**config.mk**
```make
export PLATFORM = sky130hd
export DESIGN_NAME = dma_req_arbiter
export DESIGN_NICKNAME = d
export VERILOG_FILES = /design/src/rtl/dma_arb_pkg.sv /design/src/rtl/dma_adm_check.sv /design/src/rtl/dma_prio_pick.sv /design/src/rtl/dma_en_ctl.sv /design/src/rtl/dma_req_arbiter.sv
export SDC_FILE = /design/constraint.sdc
export NUM_CORES = 1
export LEC_CHECK = 0
export ABC_CLOCK_PERIOD_IN_PS = 7000
export BUFFER_PORTS_ARGS = -buffer_cell sky130_fd_sc_hd__buf_4
export CAP_MARGIN = 20
export CORE_MARGIN = 2
export CORE_UTILIZATION = 25
export DETAILED_ROUTE_END_ITERATION = 8
export RECOVER_POWER = 25
export SETUP_SLACK_MARGIN = 0.15
export SYNTH_ARGS = -nofsm -noshare
export SYNTH_HDL_FRONTEND = slang
export SYNTH_HIERARCHICAL = 1
export SYNTH_SLANG_ARGS = --single-unit
```
**constraint.sdc**
```tcl
create_clock -name clk -period 7 [get_ports clk]
set_input_delay 0.7 -clock clk [delete_from_list [all_inputs] [get_ports clk]]
set_output_delay 0.7 -clock clk [all_outputs]
set_load 0.01 [all_outputs]
```
**src/rtl/dma_arb_pkg.sv**
```systemverilog
package dma_arb_pkg;

    typedef enum logic [2:0] {
        S_IDLE   = 3'd0,
        S_GNT_RX = 3'd1,
        S_GNT_TX = 3'd2,
        S_REJ_RX = 3'd3,
        S_REJ_TX = 3'd4
    } arb_state_e;

    typedef enum logic {
        CH_RX = 1'b0,
        CH_TX = 1'b1
    } chan_e;

    localparam int NUM_CH = 2;

endpackage

```
**src/rtl/dma_adm_check.sv**
```systemverilog
module dma_adm_check #(
    parameter int ADDR_W      = 32,
    parameter int SIZE_W      = 16,
    parameter int WORD_BYTES  = 4,
    parameter int BLOCK_WORDS = 4
) (
    input  logic [ADDR_W-1:0] addr,
    input  logic [SIZE_W-1:0] size,
    input  logic              wr,
    output logic              ok
);
    localparam int WB_LSB  = $clog2(WORD_BYTES);
    localparam int BLK_LSB = $clog2(WORD_BYTES * BLOCK_WORDS);
    localparam logic [ADDR_W:0] SPACE_TOP = {1'b1, {ADDR_W{1'b0}}};

    logic [ADDR_W:0] end_addr;
    logic            past_top;
    logic            bad_align;

    always_comb begin
        end_addr  = {1'b0, addr} + (ADDR_W+1)'(size);
        past_top  = end_addr > SPACE_TOP;
        bad_align = wr && ((addr[WB_LSB-1:0] != '0) || (size[BLK_LSB-1:0] != '0));
        ok        = !past_top && !bad_align;
    end

endmodule

```
**src/rtl/dma_prio_pick.sv**
```systemverilog
module dma_prio_pick
    import dma_arb_pkg::*;
(
    input  logic  pref_rx,
    input  logic  pref_tx,
    input  logic  rx_req,
    input  logic  tx_req,
    input  chan_e rr_last,
    output logic  win_valid,
    output chan_e win
);
    always_comb begin
        win_valid = rx_req || tx_req;
        win       = CH_RX;
        if (rx_req && tx_req) begin
            if (pref_rx && !pref_tx) begin
                win = CH_RX;
            end else if (pref_tx && !pref_rx) begin
                win = CH_TX;
            end else begin
                win = (rr_last == CH_RX) ? CH_TX : CH_RX;
            end
        end else if (tx_req) begin
            win = CH_TX;
        end
    end

endmodule

```
**src/rtl/dma_en_ctl.sv**
```systemverilog
module dma_en_ctl (
    input  logic clk,
    input  logic rst_n,
    input  logic hw_clr,
    input  logic sw_set,
    output logic en
);
    always_ff @(posedge clk) begin
        if (!rst_n) begin
            en <= 1'b1;
        end else if (hw_clr) begin
            en <= 1'b0;
        end else if (sw_set) begin
            en <= 1'b1;
        end
    end

endmodule

```
**src/rtl/dma_req_arbiter.sv**
```systemverilog
module dma_req_arbiter
    import dma_arb_pkg::*;
#(
    parameter int ADDR_W      = 32,
    parameter int SIZE_W      = 16,
    parameter int LVL_W       = 6,
    parameter int WORD_BYTES  = 4,
    parameter int BLOCK_WORDS = 4
) (
    input  logic              clk,
    input  logic              rst_n,
    input  logic              rx_req,
    input  logic [ADDR_W-1:0] rx_addr,
    input  logic [SIZE_W-1:0] rx_size,
    input  logic              rx_wr,
    input  logic              tx_req,
    input  logic [ADDR_W-1:0] tx_addr,
    input  logic [SIZE_W-1:0] tx_size,
    input  logic              tx_wr,
    input  logic              cfg_pref_rx,
    input  logic              cfg_pref_tx,
    input  logic              cfg_single,
    input  logic              glb_master_en,
    input  logic              en_set,
    input  logic [LVL_W-1:0]  rx_fifo_lvl,
    input  logic [LVL_W-1:0]  rx_fifo_thr,
    input  logic              xfer_done,
    output logic              rx_gnt,
    output logic              tx_gnt,
    output logic              rx_err,
    output logic              tx_err,
    output logic              dma_en
);
    arb_state_e state_q, state_d;
    chan_e      rr_last_q;

    logic [ADDR_W-1:0] ch_addr [NUM_CH];
    logic [SIZE_W-1:0] ch_size [NUM_CH];
    logic [NUM_CH-1:0] ch_wr;
    logic [NUM_CH-1:0] ch_ok;

    logic  fifo_hot;
    logic  eff_pref_rx;
    logic  allow;
    logic  win_valid;
    chan_e win;
    logic  win_ok;
    logic  in_grant;
    logic  grant_end;
    logic  reject_now;
    logic  hw_clr;

    assign ch_addr[0] = rx_addr;
    assign ch_addr[1] = tx_addr;
    assign ch_size[0] = rx_size;
    assign ch_size[1] = tx_size;
    assign ch_wr      = {tx_wr, rx_wr};

    // One admission checker per channel
    for (genvar g = 0; g < NUM_CH; g++) begin : g_chk
        dma_adm_check #(
            .ADDR_W      (ADDR_W),
            .SIZE_W      (SIZE_W),
            .WORD_BYTES  (WORD_BYTES),
            .BLOCK_WORDS (BLOCK_WORDS)
        ) u_adm (
            .addr (ch_addr[g]),
            .size (ch_size[g]),
            .wr   (ch_wr[g]),
            .ok   (ch_ok[g])
        );
    end

    assign fifo_hot    = rx_fifo_lvl > rx_fifo_thr;
    assign eff_pref_rx = cfg_pref_rx || fifo_hot;
    assign allow       = dma_en && glb_master_en;

    dma_prio_pick u_pick (
        .pref_rx   (eff_pref_rx),
        .pref_tx   (cfg_pref_tx),
        .rx_req    (rx_req),
        .tx_req    (tx_req),
        .rr_last   (rr_last_q),
        .win_valid (win_valid),
        .win       (win)
    );

    assign win_ok     = (win == CH_TX) ? ch_ok[1] : ch_ok[0];
    assign in_grant   = (state_q == S_GNT_RX) || (state_q == S_GNT_TX);
    assign grant_end  = in_grant && xfer_done;
    assign reject_now = (state_q == S_IDLE) && allow && win_valid && !win_ok;
    assign hw_clr     = reject_now || (grant_end && cfg_single);

    dma_en_ctl u_en (
        .clk    (clk),
        .rst_n  (rst_n),
        .hw_clr (hw_clr),
        .sw_set (en_set),
        .en     (dma_en)
    );

    // Next-state logic
    always_comb begin
        state_d = state_q;
        unique case (state_q)
            S_IDLE: begin
                if (allow && win_valid) begin
                    if (win == CH_TX) begin
                        state_d = win_ok ? S_GNT_TX : S_REJ_TX;
                    end else begin
                        state_d = win_ok ? S_GNT_RX : S_REJ_RX;
                    end
                end
            end
            S_GNT_RX, S_GNT_TX: begin
                if (xfer_done) begin
                    state_d = S_IDLE;
                end
            end
            S_REJ_RX, S_REJ_TX: begin
                state_d = S_IDLE;
            end
            default: state_d = S_IDLE;
        endcase
    end

    // State register
    always_ff @(posedge clk) begin
        if (!rst_n) begin
            state_q <= S_IDLE;
        end else begin
            state_q <= state_d;
        end
    end

    // Turn pointer: moves only when a grant completes
    always_ff @(posedge clk) begin
        if (!rst_n) begin
            rr_last_q <= CH_TX;
        end else if (grant_end) begin
            rr_last_q <= (state_q == S_GNT_TX) ? CH_TX : CH_RX;
        end
    end

    // Outputs decoded from state
    always_comb begin
        rx_gnt = 1'b0;
        tx_gnt = 1'b0;
        rx_err = 1'b0;
        tx_err = 1'b0;
        unique case (state_q)
            S_GNT_RX: rx_gnt = 1'b1;
            S_GNT_TX: tx_gnt = 1'b1;
            S_REJ_RX: rx_err = 1'b1;
            S_REJ_TX: tx_err = 1'b1;
            default: ;
        endcase
    end

endmodule

```
==> run metrics, run 1 <==
Setup CP Type in2reg; crit path launch type input port; number of buffers inserted by hold repair at cts 0; Max rail drop VDD 54.0 uV; worst hold-check path type reg2reg; compound-cell area share of the yosys netlist 36.3%; RSZ-0062 raised after global routing no; skew final 0.00186 ns; routed wire length 12000 microns; Final Critical Period 3.97 ns; RR Endpoint state_q[1]; Placed Cells 816; IO buf count 124; DP Area 4610 sq um; Net Count, Synth 689; Avg Inst Size Synth 6.74 sq um; post-DP HPWL 10200 microns; clock share of power 21.1%; P_int 0.250 mW; P_sw 0.196 mW; leakage power 1.99 nW; r2r setup slk 5.21 ns; post-CTS setup buffer count 0; chip width 123 microns; setup TNS 0 ns; Reg2Reg Launch Point rr_last_q; Worst-path clk slew 0.03 ns; Yosys top cell by area ha_1; sw frac 43.9%; pin count of the biggest net entering global routing 12; Core ar. 13900 sq um; largest family of logic cells by synthesized area compound AO/OA/AOI/OAI gates; post-synthesis mux area share 2.04%; share of the synthesized area in the top cell type 13.7%; endpoints failing setup 0; max-slew violations 0; largest fanout on the critical path 4; adder-cell share of the synthesized area 14.8%; drt initial violations 366; post-synthesis sequential area ratio 2.81%; synthesized cell area 3560 sq um; FILL cells 1521; ANT nets after route 0; n_diodes 0; CTS Buffer Depth 2; Avg WL per Cell 14.7 microns; fin crit share 56.7%; Critical Path End Type flop; Synth area leaders ha_1, a21oi_1, nand2_1, o21ai_0, nand3_1; CTS root buffer clkbuf_16; Pwr Total 0.446 mW; flops & latches, synth 5; fin area 4680 sq um; clk sink count 5; EDFF count, synth 0; num ports 125; post-synthesis simple-gate area fraction 34.0%; Synth warnings 6; Starting Density 25.6%; ratio of cells with drive above 1 in the final layout 22.3%; DIE HEIGHT 123 microns; Min Hold Slack 0.469 ns; htree depth 1; post-CTS sizing 0; pwr/cell area 95.4 nW/um^2; first-pass GRT wire length 18900 microns; Seq pwr share 7.3%; die area 15200 sq um; GRT Residual Overflow 0; Slew @ Worst Pin 0.604 ns; Synth Flop Type dfxtp_1; synth unique cells 63; final hold violation count 0; Synth async-reset ratio 0%; RD Place Congestion 0.939; Commonest cells post-synth nand2_1, a21oi_1, nor2_1, ha_1, o21ai_0; Crit path arrival time 4.09 ns; total clock buffers created by CTS 3; Comb power frac 71.6%; Layout Cells excl Fill 820; Layout area overhead 31.4%; drt drc 0; Clock Latency Late Sink 0.23 ns; status finished, final reports clean; initial antenna violation count 0; drt first pass iters 5; Fmax 0.252 GHz; num rows 43; Nets 802; number of global-route vias before repair 3909; vias 4448; Worst slew margin 59.5%; overall routing resource usage 15.1%; TritonCTS clock tree built; Worst setup startpoint tx_addr[0]; Via-to-Cell Ratio 5.42; cell with the most instances after synthesis nand2_1; Synth Area in XOR/XNOR 4.43%; Worst Path Required 7.11 ns; post-synthesis cell count 528; max cap viols 0; Worst Reg-to-Reg Cells 5; CP endpoint state_q[1]
==> through the flow <==
stage          utilization, %  setup slack [ns]
4_1_cts                  33.8              3.03
5_1_grt                  33.7              2.71
3_5_place_dp             33.2              2.79
2_1_floorplan               -              3.37
6_report                 33.7              3.03
3_3_place_gp             33.2              2.90
==> kinds of logic (layout without fill, tap and decap cells) <==
| kind of cell | count (synthesis) | count (layout) |
|---|---|---|
| AND/OR/NAND/NOR | 228 | 228 |
| buffers and inverters | 41 | 153 |
| AO/OA/AOI/OAI | 188 | 188 |
| XOR/XNOR | 18 | 18 |
| flip-flops | 5 | 5 |
| adder cells (fa/ha/maj) | 41 | 41 |
| multiplexers | 7 | 7 |
==> cell usage in the layout (no fill, tap or decap), types with 8 or more instances in the layout <==
cell,Yosys,layout
buf_4,4,123
nand2_1,56,56
a21oi_1,48,48
nor2_1,40,40
o21ai_0,39,39
ha_1,39,39
nand3_1,32,32
inv_1,25,25
nor3_1,18,18
a31oi_1,14,14
nand4_1,12,12
xor2_1,12,12
o211ai_1,11,11
a21o_1,11,11
o2111ai_1,10,10
and3_1,10,10
nor2b_1,8,8
nor4_1,8,8
==> sequential cells by signal (all words and copies together), names as in the netlist <==
register / count
rr_last_q: 1
u_en/en: 1
state_q: 3
==> metal layers <==
layer / part of all wire [%] / up-vias / wire [microns] / global-route usage, %
li1: - / 2262 / - / -
met1: 49 / 2002 / 5880 / 22.3
met2: 43 / 166 / 5120 / 23.4
met3: 6.5 / 18 / 784 / 1.29
met4: 2.1 / 0 / 249 / 3.55
met5: 0 / - / 0 / 0
==> power by group through the flow <==
stage,sequential (mW),clock [mW],combinational [mW]
3_5_place_dp,0.0332,0,0.316
2_1_floorplan,0.0331,0,0.203
4_1_cts,0.0328,0.0958,0.318
6_report,0.0326,0.0942,0.319
5_1_grt,0.0329,0.0984,0.356
3_3_place_gp,0.0331,0,0.316
==> how the worst min path moves through the flow <==
stage | startpoint | to | slack, ns | depth (start not counted)
2_1_floorplan | rr_last_q | rr_last_q | 0.44 | 2
3_3_place_gp | rr_last_q | rr_last_q | 0.46 | 2
3_5_place_dp | rr_last_q | rr_last_q | 0.47 | 2
4_1_cts | rr_last_q | rr_last_q | 0.48 | 2
5_1_grt | rr_last_q | rr_last_q | 0.53 | 2
6_report | rr_last_q | rr_last_q | 0.47 | 2
==> worst max-delay path, cell delays in order <==
cell and delay (ns):
buf_4 0.11, ha_1 0.22, fa_1 0.45, a211oi_1 0.38, o21ai_0 0.23, a32oi_1 0.30, nor2b_1 0.26, mux2i_1 0.11
nor3_1 0.17, and4b_1 0.21, nand4_1 0.11, o21ai_1 0.17, mux2i_1 0.12, ha_1 0.31, a22oi_1 0.16, nor2b_1 0.06
==> area by class of cell <==
type	count	area (sq um)	share of cell area (%)
Timing Repair Buffer	124	927	19.8
Multi-Input combinational cell	482	3250	69.5
Sequential cell	5	100	2.14
Tap cell	180	225	4.81
Inverter	25	93.8	2.01
Clock buffer	4	78.8	1.68
(Power assumes the default switching activity.)
==> run 2: changes to the inputs <==
--- a/config.mk
+++ b/config.mk
@@ -5,7 +5,7 @@
 export SDC_FILE = /design/constraint.sdc
 export NUM_CORES = 1
 export LEC_CHECK = 0
-export ABC_CLOCK_PERIOD_IN_PS = 7000
+export ABC_CLOCK_PERIOD_IN_PS = 3210
 export BUFFER_PORTS_ARGS = -buffer_cell sky130_fd_sc_hd__buf_4
 export CAP_MARGIN = 20
 export CORE_MARGIN = 2
==> constraint.sdc (replaced) <==
create_clock -name clk -period 3.21 [get_ports clk]
set_input_delay 0.321 -clock clk [delete_from_list [all_inputs] [get_ports clk]]
set_output_delay 0.321 -clock clk [all_outputs]
set_load 0.01 [all_outputs]
==> run 2 against run 1 <==
Effect of this change: via count rose by 5.5%; sequential share of layout area shrank 0.31 points; critical path depth is the same; first-iteration DRC count is 7.9% lower; clock skew decreased by 0.0016 ns; utilization grew 5.6 points; register-to-register slack worse by 3.6 ns; final cell count increased by 11%; largest cell class unchanged; highest routed layer unchanged.
==> run metrics, run 2 (synthesis gave the netlist of run 1 again) <==
setup TNS 0 ns (unchanged); hold worst-path end u_en/en (was rr_last_q); Worst slew margin 68.1% (was 59.5%); post-DP HPWL 10700 microns (was 10200 microns); number of global-route vias before repair 4136 (was 3909); Core ar. 13900 sq um (unchanged); Worst-path clk slew 0.03 ns (about the same); drt initial violations 337 (was 366); first-pass GRT wire length 20000 microns (was 18900 microns); total clock buffers created by CTS 3 (unchanged); CTS Buffer Depth 2 (unchanged); Nets 890 (was 802); Fmax 0.313 GHz; skew final 0.000290 ns (was 0.00186 ns); fin worst setup slack 0.0145 ns (was 3.03 ns); final hold violation count 0 (unchanged); RD Place Congestion 0.950 (was 0.939); htree depth 1 (unchanged); Reg2Reg Launch Point rr_last_q (unchanged); num rows 43 (unchanged); Worst Reg-to-Reg Cells 6 (was 5); chip width 123 microns (unchanged); Place WS -0.359 ns (was 2.79 ns); Critical Path End Type flop (unchanged); Max rail drop VDD 169 uV (was 54.0 uV); Clock Latency Late Sink 0.23 ns (about the same); Seq pwr share 6.3% (was 7.3%); RR Endpoint state_q[1] (unchanged); Largest regs state_q (3), rr_last_q (1), u_en/en (1) (unchanged); die area 15200 sq um (unchanged); largest fanout on the critical path 4 (unchanged); pin count of the biggest net entering global routing 10 (was 12); initial antenna violation count 0 (unchanged); overall routing resource usage 15.9% (was 15.1%); Setup CP Type in2reg (unchanged); TritonCTS clock tree built (unchanged); drt first pass iters 5 (unchanged); Comb power frac 75.3% (was 71.6%); RSZ-0062 raised after global routing yes (was no); number of buffers inserted by hold repair at cts 0 (unchanged); worst hold-check path type in2reg (was reg2reg); HP Start rst_n (was rr_last_q); sw frac 41.4% (was 43.9%); Via-to-Cell Ratio 5.17 (was 5.42); ratio of cells with drive above 1 in the final layout 34.6% (was 22.3%); fin area 5460 sq um (was 4680 sq um); DIE HEIGHT 123 microns (unchanged); Layout area overhead 53.3% (was 31.4%); Crit path arrival time 3.31 ns (was 4.09 ns); Slew @ Worst Pin 0.477 ns (was 0.604 ns); clk sink count 5 (unchanged); Final Critical Period 3.20 ns; fin crit share 99.5%; leakage power 2.43 nW (was 1.99 nW); Largest Register state_q (unchanged); num ports 125 (unchanged); CTS root buffer clkbuf_16 (unchanged); routed wire length 12600 microns (was 12000 microns); crit path launch type input port (unchanged); r2r setup slk 1.58 ns (was 5.21 ns); commonest non-fill, non-tap cell in the layout buf_4 (unchanged); DP Area 5270 sq um (was 4610 sq um); drt drc 0 (unchanged); Final Util 39.3% (was 33.7%); cell count of the worst hold path 2 (unchanged); status finished, final reports clean (unchanged); Worst Path Required 3.33 ns (was 7.11 ns); max reg flops 3 (unchanged); P_int 0.662 mW (was 0.250 mW); vias 4693 (was 4448); n_diodes 0 (unchanged); Avg WL per Cell 13.9 microns (was 14.7 microns); ANT nets after route 0 (unchanged); GRT Residual Overflow 0 (unchanged); clock share of power 18.3% (was 21.1%); Starting Density 25.6% (unchanged); endpoints failing setup 0 (unchanged); most frequent cells in the layout buf_4, nand2_1, a21oi_1 (unchanged); max-slew violations 0 (unchanged); P_sw 0.469 mW (was 0.196 mW); max cap viols 0 (unchanged); IO buf count 124 (unchanged); pwr/cell area 207 nW/um^2 (was 95.4 nW/um^2)
run 2: timing repair:
item,4_1_cts,5_1_grt
buffers inserted,2,0
cloned,0,0
gates resized for setup,8,12
endpoints found under the setup margin,2,3
pin swaps,20,6
run 2: final cells by class:
cell class                 instances  area (sq um)
clock buffer                       4          78.8
fill                            1520          8420
inverter                          25          93.8
multi-input combinational        482          3370
tap                              180           225
sequential                         5           100
timing repair buffer             212          1590
run 2: worst max path at each step:
stage               startpoint         end  slack [ns]  cells past startpoint
floorplan           tx_addr[0]  state_q[1]        0.15                     15
global placement    rx_addr[0]  state_q[1]       -0.29                     16
detailed placement  rx_addr[0]  state_q[1]       -0.36                     16
CTS                 rx_addr[0]  state_q[1]        0.03                     16
global route        rx_addr[0]  state_q[1]       -0.18                     17
finish              rx_addr[0]  state_q[1]        0.01                     16
run 2: power by group through the flow:
stage / combinational [mW] / clock [mW] / sequential (mW)
global route: 0.940 / 0.216 / 0.0722
floorplan: 0.447 / 0 / 0.0721
global placement: 0.820 / 0 / 0.0721
CTS: 0.834 / 0.210 / 0.0715
detailed placement: 0.818 / 0 / 0.0724
finish: 0.852 / 0.207 / 0.0714
run 2: stage by stage:
| step | hold slack [ns] | std cells | total power, mW |
|---|---|---|---|
| after CTS | 0.306 | 908 | 1.11 |
| after detailed placement | 0.464 | 902 | 0.890 |
| after floorplan | 0.393 | 528 | 0.519 |
| final | 0.310 | 908 | 1.13 |
| after global routing | 0.324 | 908 | 1.23 |
| after global placement | 0.459 | 902 | 0.893 |
run 2: critical path, stage by stage:
cell and delay, ns:
buf_4 0.12, ha_4 0.16, fa_2 0.38, a211oi_2 0.26
o21ai_1 0.14, a32oi_1 0.26, nor2b_2 0.23, o211ai_1 0.12
nor3_1 0.18, and4b_1 0.25, nand4_1 0.13, o21ai_2 0.15
mux2i_1 0.11, ha_2 0.30, a22oi_2 0.14, nor2b_1 0.06
run 2: routing by layer:
metal | track usage, % | wire, microns | part of all wire, % | vias up
met2 | 24.8 | 5360 | 42 | 178
met5 | 0 | 0 | 0 | -
met4 | 2.34 | 151 | 1.2 | 0
li1 | - | - | - | 2438
met1 | 24.2 | 6310 | 50 | 2065
met3 | 0.923 | 813 | 6.4 | 12
==> run 3: changes to the inputs <==
--- a/config.mk
+++ b/config.mk
@@ -5,6 +5,7 @@
 export SDC_FILE = /design/constraint.sdc
 export NUM_CORES = 1
 export LEC_CHECK = 0
+export ABC_AREA = 1
 export ABC_CLOCK_PERIOD_IN_PS = 3210
 export BUFFER_PORTS_ARGS = -buffer_cell sky130_fd_sc_hd__buf_4
 export CAP_MARGIN = 20
==> run 3 against run 2 <==
Effect of this change: setup slack gained 0.46 ns; first-iteration DRC count shrank 13%; routed wire length grew 19%; final cell count grew 41%; hold slack lost 0.023 ns; combinational power shrank 11%; largest cell class unchanged.
==> run metrics, run 3 <==
clock share of power 19.7% (was 18.3%); Avg WL per Cell 11.7 microns (was 13.9 microns); post-synthesis mux area share 0.224% (was 2.04%); fin crit share 85.3% (was 99.5%); Synth Flop Type dfxtp_1 (unchanged); crit path launch type input port (unchanged); Multi-input gate area 3660 sq um (was 3370 sq um); setup TNS 0 ns (unchanged); Seq pwr share 7.0% (was 6.3%); ratio of cells with drive above 1 in the final layout 16.6% (was 34.6%); Largest Register state_q (unchanged); Starting Density 25.7% (was 25.6%); Fmax 0.365 GHz (was 0.313 GHz); Worst slew margin 70.6% (was 68.1%); drt initial violations 292 (was 337); commonest non-fill, non-tap cell in the layout nand2_1 (was buf_4); max-slew violations 0 (unchanged); share of the synthesized area in the top cell type 31.5% (was 13.7%); ANT nets after route 0 (unchanged); compound-cell area share of the yosys netlist 4.59% (was 36.3%); die area 19000 sq um (was 15200 sq um); cell with the most instances after synthesis nand2_1 (unchanged); P_int 0.535 mW (was 0.662 mW); CP endpoint state_q[1] (unchanged); Yosys top cell by area nand2_1 (was ha_1); most frequent cells in the layout nand2_1, inv_1, buf_4 (was buf_4, nand2_1, a21oi_1); RD Place Congestion 0.933 (was 0.950); flops & latches, synth 5 (unchanged); n_diodes 0 (unchanged); r2r setup slk 1.69 ns (was 1.58 ns); chip width 138 microns (was 123 microns); EDFF count, synth 0 (unchanged); vias 5771 (was 4693); DP Area 5680 sq um (was 5270 sq um); Final Critical Period 2.74 ns (was 3.20 ns); clk sink count 5 (unchanged); fin worst setup slack 0.473 ns (was 0.0145 ns); Max rail drop VDD 117 uV (was 169 uV); TritonCTS clock tree built (unchanged); skew final 0.000571 ns (was 0.000290 ns); endpoints failing setup 0 (unchanged); leakage power 3.46 nW (was 2.43 nW); Clock Latency Late Sink 0.23 ns (about the same); cell count of the worst hold path 2 (unchanged); Comb power frac 73.3% (was 75.3%); status finished, final reports clean (unchanged); total clock buffers created by CTS 3 (unchanged); synthesized cell area 4470 sq um (was 3560 sq um); number of buffers inserted by hold repair at cts 0 (unchanged); GRT Residual Overflow 0 (unchanged); Setup CP Type in2reg (unchanged); Crit path arrival time 2.85 ns (was 3.31 ns); overall routing resource usage 15.6% (was 15.9%); sw frac 48.3% (was 41.4%); largest family of logic cells by synthesized area simple AND/OR/NAND/NOR gates (was compound AO/OA/AOI/OAI gates); synth unique cells 32 (was 63); htree depth 1 (unchanged); IO buf count 124 (unchanged); RR Endpoint state_q[1] (unchanged); CTS root buffer clkbuf_16 (unchanged); post-synthesis cell count 927 (was 528); Synth async-reset ratio 0% (unchanged); adder-cell share of the synthesized area 11.8% (was 14.8%); Synth warnings 6 (unchanged); max cap viols 0 (unchanged); Layout area overhead 29.1% (was 53.3%); Critical Path End Type flop (unchanged); fin area 5770 sq um (was 5460 sq um); largest fanout on the critical path 4 (unchanged); DIE HEIGHT 138 microns (was 123 microns); Via-to-Cell Ratio 4.51 (was 5.17); Core ar. 17400 sq um (was 13900 sq um); Avg Inst Size Synth 4.82 sq um (was 6.74 sq um); max reg flops 3 (unchanged); Sequential Area 100 sq um (unchanged); CTS Buffer Depth 2 (unchanged); Reg2Reg Launch Point rr_last_q (unchanged); num rows 48 (was 43); drt first pass iters 5 (unchanged); routed wire length 15000 microns (was 12600 microns); Worst-path clk slew 0.03 ns (about the same); num ports 125 (unchanged); Nets 1217 (was 890); Net Count, Synth 1088 (was 689); Worst setup startpoint rx_addr[6] (was rx_addr[0]); final hold violation count 0 (unchanged); post-DP HPWL 13500 microns (was 10700 microns); Largest regs state_q (3), rr_last_q (1), u_en/en (1) (unchanged); Slew @ Worst Pin 0.436 ns (was 0.477 ns); Synth area leaders nand2_1, inv_1, ha_1, nand3_1, nor2_1 (was ha_1, a21oi_1, nand2_1, o21ai_0, nand3_1); FILL cells 1995 (was 1520); P_sw 0.501 mW (was 0.469 mW); Place WS 0.185 ns (was -0.359 ns); pin count of the biggest net entering global routing 7 (was 10); Commonest cells post-synth nand2_1, inv_1, nand3_1, nor2_1, ha_1 (was nand2_1, a21oi_1, nor2_1, ha_1, o21ai_0); RSZ-0062 raised after global routing no (was yes); worst hold-check path type in2reg (unchanged); post-synthesis simple-gate area fraction 62.4% (was 34.0%); first-pass GRT wire length 23900 microns (was 20000 microns); initial antenna violation count 0 (unchanged); Worst Path Required 3.33 ns (about the same); Worst Reg-to-Reg Cells 7 (was 6); Synth Area in XOR/XNOR 2.74% (was 4.43%); post-synthesis sequential area ratio 2.24% (was 2.81%); number of global-route vias before repair 5185 (was 4136); drt drc 0 (unchanged); pwr/cell area 180 nW/um^2 (was 207 nW/um^2)
run 3: cell types whose count changed after synthesis, sizes merged, moves of 14 or more:
cell,change
a31oi,-14
nand4,+16
nand3,+58
nand2,+329
a21oi,-22
o21ai,-34
inv,+165
nor2,+53
run 3: worst min path at each step:
stage          startpoint   endpoint  slack, ns
6_report            rst_n    u_en/en       0.29
3_5_place_dp    rr_last_q  rr_last_q       0.46
2_1_floorplan       rst_n    u_en/en       0.39
4_1_cts             rst_n    u_en/en       0.28
5_1_grt             rst_n    u_en/en       0.29
3_3_place_gp    rr_last_q  rr_last_q       0.46
run 3: worst max-delay path: stages:
cell and delay [ns]:
buf_4 0.11, ha_1 0.36, nand2_1 0.12, nor2_1 0.28, nand3_1 0.15, nand3b_1 0.23
or2_2 0.16, nand3_1 0.09, nor2_1 0.09, nand2_1 0.06, nor2_1 0.12, nand3_1 0.11
a21oi_2 0.14, mux2i_1 0.10, ha_1 0.29, nand2_1 0.06, a21oi_1 0.05
run 3: area by class of cell:
cell class                 count  share of cell area, %
clock buffer                   4                   1.37
inverter                     190                   12.4
tap                          225                   4.88
timing repair buffer         124                   16.1
sequential                     5                   1.74
multi-input combinational    732                   63.5
run 3: timing repair:
action | in CTS | in global routing
resized for setup | 0 | 4
setup endpoints to repair | 0 | 1
setup buffers | 0 | 0
run 3: cells by family (layout without fill, tap and decap cells):
| group | count (synthesis) | in the layout |
|---|---|---|
| buffers and inverters | 190 | 318 |
| adders and majority gates | 41 | 41 |
| xor gates and xnor gates | 14 | 14 |
| and+or+nand+nor | 639 | 639 |
| muxes | 1 | 1 |
| DFF | 5 | 5 |
| AOI/OAI and AO/OA | 37 | 37 |
run 3: stage by stage:
step                      hold WS [ns]  total power [mW]  std cells  util [%]
after global placement           0.459             0.825       1276      32.6
after floorplan                  0.390             0.546        927         -
final                            0.287              1.04       1280      33.1
after CTS                        0.284              1.04       1280      33.1
after global routing             0.295              1.15       1280      33.1
after detailed placement         0.461             0.825       1276      32.6
run 3: per-layer routing:
| metal | GRT usage (%) | vias to the layer above | wire length (microns) |
|---|---|---|---|
| li1 | - | 3133 | - |
| met1 | 21.3 | 2439 | 7180 |
| met3 | 1.69 | 16 | 933 |
| met2 | 26.8 | 183 | 6680 |
| met5 | 0 | - | 0 |
| met4 | 2.55 | 0 | 196 |
run 3: power by group through the flow:
stage | sequential [mW] | clock, mW | combinational [mW]
global placement | 0.0728 | 0 | 0.753
finish | 0.0720 | 0.204 | 0.759
CTS | 0.0719 | 0.212 | 0.756
floorplan | 0.0725 | 0 | 0.473
detailed placement | 0.0729 | 0 | 0.752
global route | 0.0726 | 0.215 | 0.862
